$ cat src/rtl/ptw_pkg.sv
package ptw_pkg;

    localparam int WORD_W    = 32;
    localparam int REF_BIT   = 5;
    localparam int MOD_BIT   = 6;
    localparam int ACC_LSB   = 2;
    localparam int FRAME_LSB = 8;
    localparam int PAGE_SH   = 12;

    typedef enum logic [1:0] {K_LOAD = 2'd0, K_STORE = 2'd1, K_FETCH = 2'd2, K_RSVD = 2'd3} kind_e;
    typedef enum logic [1:0] {E_INVALID = 2'd0, E_TABLE = 2'd1, E_PAGE = 2'd2, E_RSVD = 2'd3} etype_e;
    typedef enum logic [1:0] {SZ_4K = 2'd0, SZ_256K = 2'd1, SZ_16M = 2'd2} size_e;
    typedef enum logic [1:0] {ST_IDLE = 2'd0, ST_READ = 2'd1, ST_WRITE = 2'd2} state_e;

    localparam logic [2:0] FT_INVALID = 3'd1;
    localparam logic [2:0] FT_XLATE   = 3'd4;
    localparam logic [9:0] CODE_PROT  = 10'h008;
    localparam logic [9:0] CODE_PRIV  = 10'h00C;

    function automatic logic [9:0] walk_fault(input logic [1:0] lvl, input logic [2:0] kind);
        return {lvl, 3'b000, kind, 2'b00};
    endfunction

    // rights as {read, write, exec}
    function automatic logic [2:0] rights_of(input logic [2:0] acc, input logic sup);
        case (acc)
            3'd0:    return 3'b100;
            3'd1:    return 3'b110;
            3'd2:    return 3'b101;
            3'd3:    return 3'b111;
            3'd4:    return 3'b001;
            3'd5:    return sup ? 3'b110 : 3'b100;
            3'd6:    return sup ? 3'b101 : 3'b000;
            default: return sup ? 3'b111 : 3'b000;
        endcase
    endfunction

endpackage

$ cat src/rtl/ptw_perm_check.sv
module ptw_perm_check
    import ptw_pkg::*;
(
    input  kind_e      kind,
    input  logic       sup,
    input  logic [2:0] acc,
    input  logic       nofault,
    output logic [9:0] code,
    output logic [2:0] rights,
    output logic       pass
);
    logic need_w, need_x, need_r;

    always_comb begin
        rights = rights_of(acc, sup);
        need_w = (kind == K_STORE);
        need_x = (kind == K_FETCH);
        need_r = !need_w && !need_x;
        if (!sup && acc[2] && acc[1]) begin
            code = CODE_PRIV;
        end else if ((need_r && !rights[2]) || (need_w && !rights[1]) || (need_x && !rights[0])) begin
            code = CODE_PROT;
        end else begin
            code = '0;
        end
        pass = (code == '0) || (nofault && !sup);
    end
endmodule

$ cat src/rtl/ptw_addr_gen.sv
module ptw_addr_gen
    import ptw_pkg::*;
#(
    parameter int CTX_W = 8,
    parameter int PA_W  = 36
) (
    input  logic [WORD_W-1:0] ctp,
    input  logic [CTX_W-1:0]  ctx,
    input  logic [WORD_W-1:0] va,
    input  logic [1:0]        lvl,
    input  logic [WORD_W-1:0] entry,
    output logic [PA_W-1:0]   ctx_addr,
    output logic [PA_W-1:0]   tbl_addr,
    output logic [PA_W-1:0]   leaf_pa
);
    logic [PA_W-1:0] base;
    logic [7:0]      idx;
    logic [PA_W-1:0] frame;
    logic [23:0]     offs;

    always_comb begin
        ctx_addr = (PA_W'(ctp) << 4) + (PA_W'(ctx) << 2);
        base     = PA_W'({entry[WORD_W-1:2], 2'b00}) << 4;
        case (lvl)
            2'd0:    idx = va[31:24];
            2'd1:    idx = {2'b00, va[23:18]};
            2'd2:    idx = {2'b00, va[17:12]};
            default: idx = '0;
        endcase
        tbl_addr = base + (PA_W'(idx) << 2);
        frame    = PA_W'(entry[WORD_W-1:FRAME_LSB]) << PAGE_SH;
        case (lvl)
            2'd1:    offs = va[23:0];
            2'd2:    offs = {6'd0, va[17:0]};
            default: offs = {12'd0, va[11:0]};
        endcase
        leaf_pa = frame + PA_W'(offs);
    end
endmodule

$ cat src/rtl/ptw_walker.sv
module ptw_walker
    import ptw_pkg::*;
#(
    parameter int CTX_W     = 8,
    parameter int PA_W      = 36,
    parameter int PROM_LOWW = 19
) (
    input  logic              clk,
    input  logic              rst,
    input  logic              req_valid,
    input  logic [31:0]       req_va,
    input  logic [1:0]        req_kind,
    input  logic              req_super,
    input  logic [CTX_W-1:0]  req_ctx,
    input  logic [31:0]       req_ctp,
    input  logic              cfg_translate,
    input  logic              cfg_boot,
    input  logic              cfg_nofault,
    input  logic [PA_W-1:0]   cfg_prom_base,
    output logic              mem_rd,
    output logic              mem_wr,
    output logic [PA_W-1:0]   mem_addr,
    output logic [31:0]       mem_wdata,
    input  logic [31:0]       mem_rdata,
    input  logic              mem_ack,
    input  logic              mem_err,
    output logic              busy,
    output logic              done,
    output logic [PA_W-1:0]   res_pa,
    output logic [1:0]        res_size,
    output logic [2:0]        res_perm,
    output logic [9:0]        res_fault
);
    state_e            state;
    logic [1:0]        lvl;
    logic [PA_W-1:0]   addr_q;
    logic [31:0]       wdata_q;
    logic [31:0]       va_q;
    kind_e             kind_q;
    logic              sup_q, nf_q, done_q;
    logic [PA_W-1:0]   pend_pa;
    logic [1:0]        pend_size;
    logic [2:0]        pend_perm;
    logic [PA_W-1:0]   res_pa_q;
    logic [1:0]        res_size_q;
    logic [2:0]        res_perm_q;
    logic [9:0]        res_fault_q;

    logic [PA_W-1:0]   ctx_addr, tbl_addr, leaf_pa;
    logic [9:0]        pc_code;
    logic [2:0]        pc_rights;
    logic              pc_pass;

    logic              fin_valid, start_walk, go_desc, go_write;
    logic [PA_W-1:0]   fin_pa;
    logic [1:0]        fin_size;
    logic [2:0]        fin_perm;
    logic [9:0]        fin_fault;
    logic [31:0]       new_entry;
    logic              need_wb, is_store, boot_fetch;
    etype_e            etype;

    ptw_addr_gen #(.CTX_W(CTX_W), .PA_W(PA_W)) u_addr (
        .ctp(req_ctp), .ctx(req_ctx), .va(va_q), .lvl(lvl), .entry(mem_rdata),
        .ctx_addr(ctx_addr), .tbl_addr(tbl_addr), .leaf_pa(leaf_pa)
    );

    ptw_perm_check u_perm (
        .kind(kind_q), .sup(sup_q), .acc(mem_rdata[ACC_LSB+2:ACC_LSB]), .nofault(nf_q),
        .code(pc_code), .rights(pc_rights), .pass(pc_pass)
    );

    always_comb begin
        fin_valid  = 1'b0;
        start_walk = 1'b0;
        go_desc    = 1'b0;
        go_write   = 1'b0;
        fin_pa     = '0;
        fin_size   = '0;
        fin_perm   = '0;
        fin_fault  = '0;
        etype      = etype_e'(mem_rdata[1:0]);
        is_store   = (kind_q == K_STORE);
        need_wb    = !mem_rdata[REF_BIT] || (is_store && !mem_rdata[MOD_BIT]);
        new_entry  = mem_rdata | (32'd1 << REF_BIT) | (is_store ? (32'd1 << MOD_BIT) : 32'd0);
        boot_fetch = cfg_boot && (kind_e'(req_kind) == K_FETCH);
        unique case (state)
            ST_IDLE: begin
                if (req_valid && !done_q) begin
                    if (!cfg_translate) begin
                        fin_valid = 1'b1;
                        fin_pa    = boot_fetch
                                  ? (cfg_prom_base | PA_W'(req_va[PROM_LOWW-1:0]))
                                  : PA_W'(req_va);
                        fin_perm  = boot_fetch ? 3'b101 : 3'b111;
                        fin_size  = SZ_4K;
                    end else begin
                        start_walk = 1'b1;
                    end
                end
            end
            ST_READ: begin
                if (mem_ack) begin
                    if (mem_err) begin
                        fin_valid = 1'b1;
                        fin_fault = walk_fault(lvl, FT_XLATE);
                    end else begin
                        unique case (etype)
                            E_INVALID: begin
                                fin_valid = 1'b1;
                                fin_fault = walk_fault(lvl, FT_INVALID);
                            end
                            E_RSVD: begin
                                fin_valid = 1'b1;
                                fin_fault = walk_fault(lvl, FT_XLATE);
                            end
                            E_TABLE: begin
                                if (lvl == 2'd3) begin
                                    fin_valid = 1'b1;
                                    fin_fault = walk_fault(lvl, FT_XLATE);
                                end else begin
                                    go_desc = 1'b1;
                                end
                            end
                            E_PAGE: begin
                                if (lvl == 2'd0) begin
                                    fin_valid = 1'b1;
                                    fin_fault = walk_fault(lvl, FT_XLATE);
                                end else if (!pc_pass) begin
                                    fin_valid = 1'b1;
                                    fin_fault = pc_code;
                                end else begin
                                    fin_pa   = leaf_pa;
                                    fin_size = (lvl == 2'd1) ? SZ_16M : (lvl == 2'd2) ? SZ_256K : SZ_4K;
                                    fin_perm = pc_rights & {1'b1, new_entry[MOD_BIT], 1'b1};
                                    if (need_wb) go_write = 1'b1;
                                    else         fin_valid = 1'b1;
                                end
                            end
                        endcase
                    end
                end
            end
            ST_WRITE: begin
                if (mem_ack) begin
                    fin_valid = 1'b1;
                    fin_pa    = pend_pa;
                    fin_size  = pend_size;
                    fin_perm  = pend_perm;
                end
            end
            default: ;
        endcase
    end

    always_ff @(posedge clk) begin
        if (rst) begin
            state       <= ST_IDLE;
            lvl         <= '0;
            addr_q      <= '0;
            wdata_q     <= '0;
            va_q        <= '0;
            kind_q      <= K_LOAD;
            sup_q       <= 1'b0;
            nf_q        <= 1'b0;
            done_q      <= 1'b0;
            pend_pa     <= '0;
            pend_size   <= '0;
            pend_perm   <= '0;
            res_pa_q    <= '0;
            res_size_q  <= '0;
            res_perm_q  <= '0;
            res_fault_q <= '0;
        end else begin
            done_q <= 1'b0;
            if (start_walk) begin
                va_q   <= req_va;
                kind_q <= kind_e'(req_kind);
                sup_q  <= req_super;
                nf_q   <= cfg_nofault;
                lvl    <= 2'd0;
                addr_q <= ctx_addr;
                state  <= ST_READ;
            end
            if (go_desc) begin
                lvl    <= lvl + 2'd1;
                addr_q <= tbl_addr;
            end
            if (go_write) begin
                wdata_q   <= new_entry;
                pend_pa   <= fin_pa;
                pend_size <= fin_size;
                pend_perm <= fin_perm;
                state     <= ST_WRITE;
            end
            if (fin_valid) begin
                res_pa_q    <= fin_pa;
                res_size_q  <= fin_size;
                res_perm_q  <= fin_perm;
                res_fault_q <= fin_fault;
                done_q      <= 1'b1;
                state       <= ST_IDLE;
            end
        end
    end

    assign mem_rd    = (state == ST_READ);
    assign mem_wr    = (state == ST_WRITE);
    assign mem_addr  = addr_q;
    assign mem_wdata = wdata_q;
    assign busy      = (state != ST_IDLE) || done_q;
    assign done      = done_q;
    assign res_pa    = res_pa_q;
    assign res_size  = res_size_q;
    assign res_perm  = res_perm_q;
    assign res_fault = res_fault_q;

    // no read and write overlap
    p_rdwr_excl_r9: assert property (@(posedge clk) disable iff (rst) !(mem_rd && mem_wr));
    // read held with stable address until acknowledged
    p_rd_hold_r9: assert property (@(posedge clk) disable iff (rst)
        (mem_rd && !mem_ack) |=> (mem_rd && $stable(mem_addr)));
    // write held with stable address and data until acknowledged
    p_wr_hold_r9: assert property (@(posedge clk) disable iff (rst)
        (mem_wr && !mem_ack) |=> (mem_wr && $stable(mem_addr) && $stable(mem_wdata)));
    // done lasts one cycle
    p_done_pulse_r10: assert property (@(posedge clk) disable iff (rst) done |=> !done);
    // results move only with done
    p_hold_r10: assert property (@(posedge clk) disable iff (rst)
        !done |-> ($stable(res_pa) && $stable(res_perm) && $stable(res_size) && $stable(res_fault)));
    // written-back entry is a page entry with referenced set
    p_wb_ref_r6: assert property (@(posedge clk) disable iff (rst)
        mem_wr |-> (mem_wdata[REF_BIT] && mem_wdata[1:0] == 2'd2));
    // store write-back sets modified
    p_wb_mod_r6: assert property (@(posedge clk) disable iff (rst)
        (mem_wr && kind_q == K_STORE) |-> mem_wdata[MOD_BIT]);
    // faulting result carries no mapping
    p_fault_clear_r11: assert property (@(posedge clk) disable iff (rst)
        (done && res_fault != 10'd0) |-> (res_pa == '0 && res_perm == 3'd0 && res_size == 2'd0));

endmodule

$ cat config.mk
export PLATFORM = sky130hd
export DESIGN_NAME = ptw_walker
export DESIGN_NICKNAME = d
export VERILOG_FILES = /design/src/rtl/ptw_pkg.sv /design/src/rtl/ptw_perm_check.sv /design/src/rtl/ptw_addr_gen.sv /design/src/rtl/ptw_walker.sv
export SDC_FILE = /design/constraint.sdc
export NUM_CORES = 1
export LEC_CHECK = 0
export CORE_ASPECT_RATIO = 1.5
export CORE_MARGIN = 2
export CORE_UTILIZATION = 42
export DETAILED_ROUTE_END_ITERATION = 6
export PLACE_DENSITY = 0.68
export SLEW_MARGIN = 20
export SYNTH_ARGS = -nofsm -noshare
export SYNTH_HDL_FRONTEND = slang
export SYNTH_SLANG_ARGS = --single-unit
$ cat constraint.sdc
create_clock -name clk -period 4.5 [get_ports clk]
set_clock_uncertainty 0.1 [all_clocks]
set_input_delay 1.35 -clock clk [delete_from_list [all_inputs] [get_ports clk]]
set_output_delay 1.35 -clock clk [all_outputs]
set_load 0.05 [all_outputs]
==> summary.md <==
| Metric | Value |
|---|---|
| Comb pwr share | 0.221 |
| First-pass GRT wire length | 59100 µm |
| Synthesized cell area | 10800 µm² |
| F_max | 0.243 GHz |
| Final Power | 4290 µW |
| Initial drt markers | 930 |
| Worst-path fanout max | 5 |
| Area growth from synthesis to layout | 33.9% |
| Seq pwr share | 0.428 |
| CTS tree | done |
| Critical path capture point type | register |
| Worst hold slack | 0.349 ns |
| Final instance area | 14400 µm² |
| RR Startpoint | lvl[0] |
| CP Class | in -> reg |
| I/O pin total | 274 |
| Final setup viols | 0 |
| Synth area leaders | dfxtp_1 (36%), nand2_1 (8.6%), a21oi_1 (7.4%), nor2_1 (5.0%), ha_1 (4.3%) |
| Initial core utilization | 0.428 |
| Die width | 135 µm |
| TritonRoute pass-1 iters | 7 |
| Top cell type's share of synthesized area | 0.361 |
| Peak supply drop | 0.000252 V |
| Post-CTS sizing | 0 |
| Post-CTS Setup Inserts | 0 |
| Sw Pwr | 1330 µW |
| Commonest register cell after synthesis | dfxtp_1 |
| Commonest cells in the netlist | nand2_1 (246), dfxtp_1 (194), a21oi_1 (158), nor2_1 (144), clkbuf_1 (73) |
| Startpoint Class | input port |
| Failing checks | design-rule violations |
| Hpwl dp | 29100 µm |
| Filler cells | 2376 |
| IO buf count | 266 |
| Average routed wire per standard cell | 19.7 µm |
| Via count | 11200 |
| Power per cell area | 298 nW/µm² |
| Net Sw Frac | 0.309 |
| Post-route setup TNS | 0 ns |
| CTS Root Cell | clkbuf_16 |
| Share of post-route cells with drive strength above 1 | 0.0628 |
| Synthesis-stage register bit count | 194 |
| Std-Cell Rows | 71 |
| Synthesized instance count | 1402 |
| Syn_area_per_cell | 7.67 µm² |
| Post-synth cell types | 79 |
| Count leader, synth | nand2_1 |
| Chip height | 200 µm |
| DRC Markers | 4 |
| Leakage power | 0.00528 µW |
| Cts bufs inserted | 17 |
| Total GRT Usage | 0.284 |
| CP Data Required Time | 4.71 ns |
| Tightest Pin Transition | 1.16 ns |
| Clock network power share | 0.352 |
| DIE AREA | 26900 µm² |
| Slew margin rel. | 0.226 |
| Fin. Hold Viols | 0 |
| Largest net degree at the start of global routing | 89 |
| Pint | 2960 µW |
| Reg clk slew, reported paths | 0.07 ns |
| GP Congestion | 0.893 |
| Min Tclk post-route | 4.12 ns |
| Worst setup margin | 0.384 ns |
| Placed cell areas | 13800 µm² |
| Antenna viol nets, final | 0 |
| Post-synth ARST share | 0 |
| Hold Crit Start | pend_pa[22] |
| Max Root-Sink Buffers | 2 |
| Post-synth EDFFs | 0 |
| DR vias/cell | 5.65 |
| Syn. warnings | 0 |
| Status | finished with violations |
| Later-pin clock latency in the skew report | 0.44 ns |
| # hold bufs at CTS | 0 |
| Nets | 1833 |
| Critical Path AT | 4.33 ns |
| Cell taking the most area after synthesis | dfxtp_1 |
| Final Cycle Share | 0.915 |
| Hold Crit Class | reg -> reg |
| Seq/Total Area, Yosys | 0.361 |
| Max Slew Vio Count | 0 |
| Antenna violations before repair | 0 |
| Final Routed Wirelength | 39100 µm |
| Vias in the first global route | 10700 |
| Critical path origin | mem_rdata[8] |
| Grt ovf | 0 |
| Max-Cap Viols | 0 |
| RSZ-0062 raised after global routing | no |
| Ant diodes | 0 |
| Core Region | 25100 µm² |
| Pre-CTS setup slack | -0.0209 ns |
| CTS sink cnt | 194 |
| Htree depth | 4 |
layout make-up:
cell class	instances	area [µm²]	share of cell area
Clock inverter	9	100	0.00695
Inverter	35	131	0.00913
Timing Repair Buffer	321	3100	0.215
Sequential cell	194	3880	0.270
Tap cell	328	410	0.0285
Multi-Input combinational cell	1073	6300	0.438
Clock buffer	23	468	0.0325
cells by family after synthesis:
logic type | Yosys count | synth area share
other | 1 | 0.000349
adder cells (fa/ha/maj) | 40 | 0.0486
XOR/XNOR | 63 | 0.0513
flip-flops | 194 | 0.361
AO/OA/AOI/OAI | 384 | 0.232
multiplexers | 10 | 0.00954
AND/OR/NAND/NOR | 569 | 0.241
buffers and inverters | 141 | 0.0565
worst max-delay path: stages:
cell	delay, ns
clkdlybuf4s50_1	0.57
ha_1	0.22
inv_1	0.06
fa_1	0.40
nor2b_1	0.19
o2111ai_1	0.16
a211oi_1	0.48
o31a_1	0.32
buf_4	0.17
o21ai_0	0.07
a31oi_1	0.23
a21oi_1	0.10
sequential cells by signal, indices dropped and copies added (netlist names):
name,flops
pend_pa,36
res_pa,36
mem_addr,34
mem_wdata,32
va_q,32
res_fault,5
pend_perm,3
res_perm,3
kind_q,2
lvl,2
pend_size,2
res_size,2
state,2
done,1
nf_q,1
sup_q,1
power by group through the flow:
stage	sequential, µW	clock, µW	combinational [µW]
floorplan	2040	0	356
global placement	1870	0	932
detailed placement	1870	0	937
CTS	1830	1530	943
global route	1840	1600	1010
finish	1830	1510	946
layer usage:
layer | up-vias | global-route usage | share of wire
li1 | 5412 | - | -
met1 | 5211 | 0.335 | 0.39
met2 | 488 | 0.485 | 0.49
met3 | 87 | 0.0616 | 0.077
met4 | 0 | 0.147 | 0.045
met5 | - | 0 | 0
metrics by stage:
stage / utilization / std cells
6_report: 0.573 / 1983
5_1_grt: 0.573 / 1983
4_1_cts: 0.573 / 1983
3_5_place_dp: 0.550 / 1951
3_3_place_gp: 0.550 / 1951
2_1_floorplan: - / 1408
cells in the final DEF, fill, tap and decap left out, types with 9 or more instances in the layout:
cell,synthesis,layout
a211oi_1,12,12
inv_1,35,35
ha_1,37,37
nand2_1,246,246
a221o_1,17,17
o21ai_1,13,13
and2_1,9,9
xor2_1,27,27
buf_4,12,54
dfxtp_1,194,194
nor4_1,10,10
nand3_1,36,36
nor2_1,144,143
nor2b_1,14,14
a22oi_1,29,29
o21ai_0,48,48
o221ai_1,13,13
and3_1,15,15
clkbuf_16,0,17
a221oi_1,9,9
xnor2_1,36,36
clkdlybuf4s50_1,0,265
a21oi_1,158,158
nor3_1,40,40
final timing paths:
kind | end | slack, ns | cells past startpoint
max | res_pa[24] | 0.38 | 12
max reg2reg | res_pa[24] | 0.55 | 15
min reg2reg | pend_pa[22] | 0.35 | 2
min | pend_pa[22] | 0.35 | 2
(Power assumes the default switching activity.)
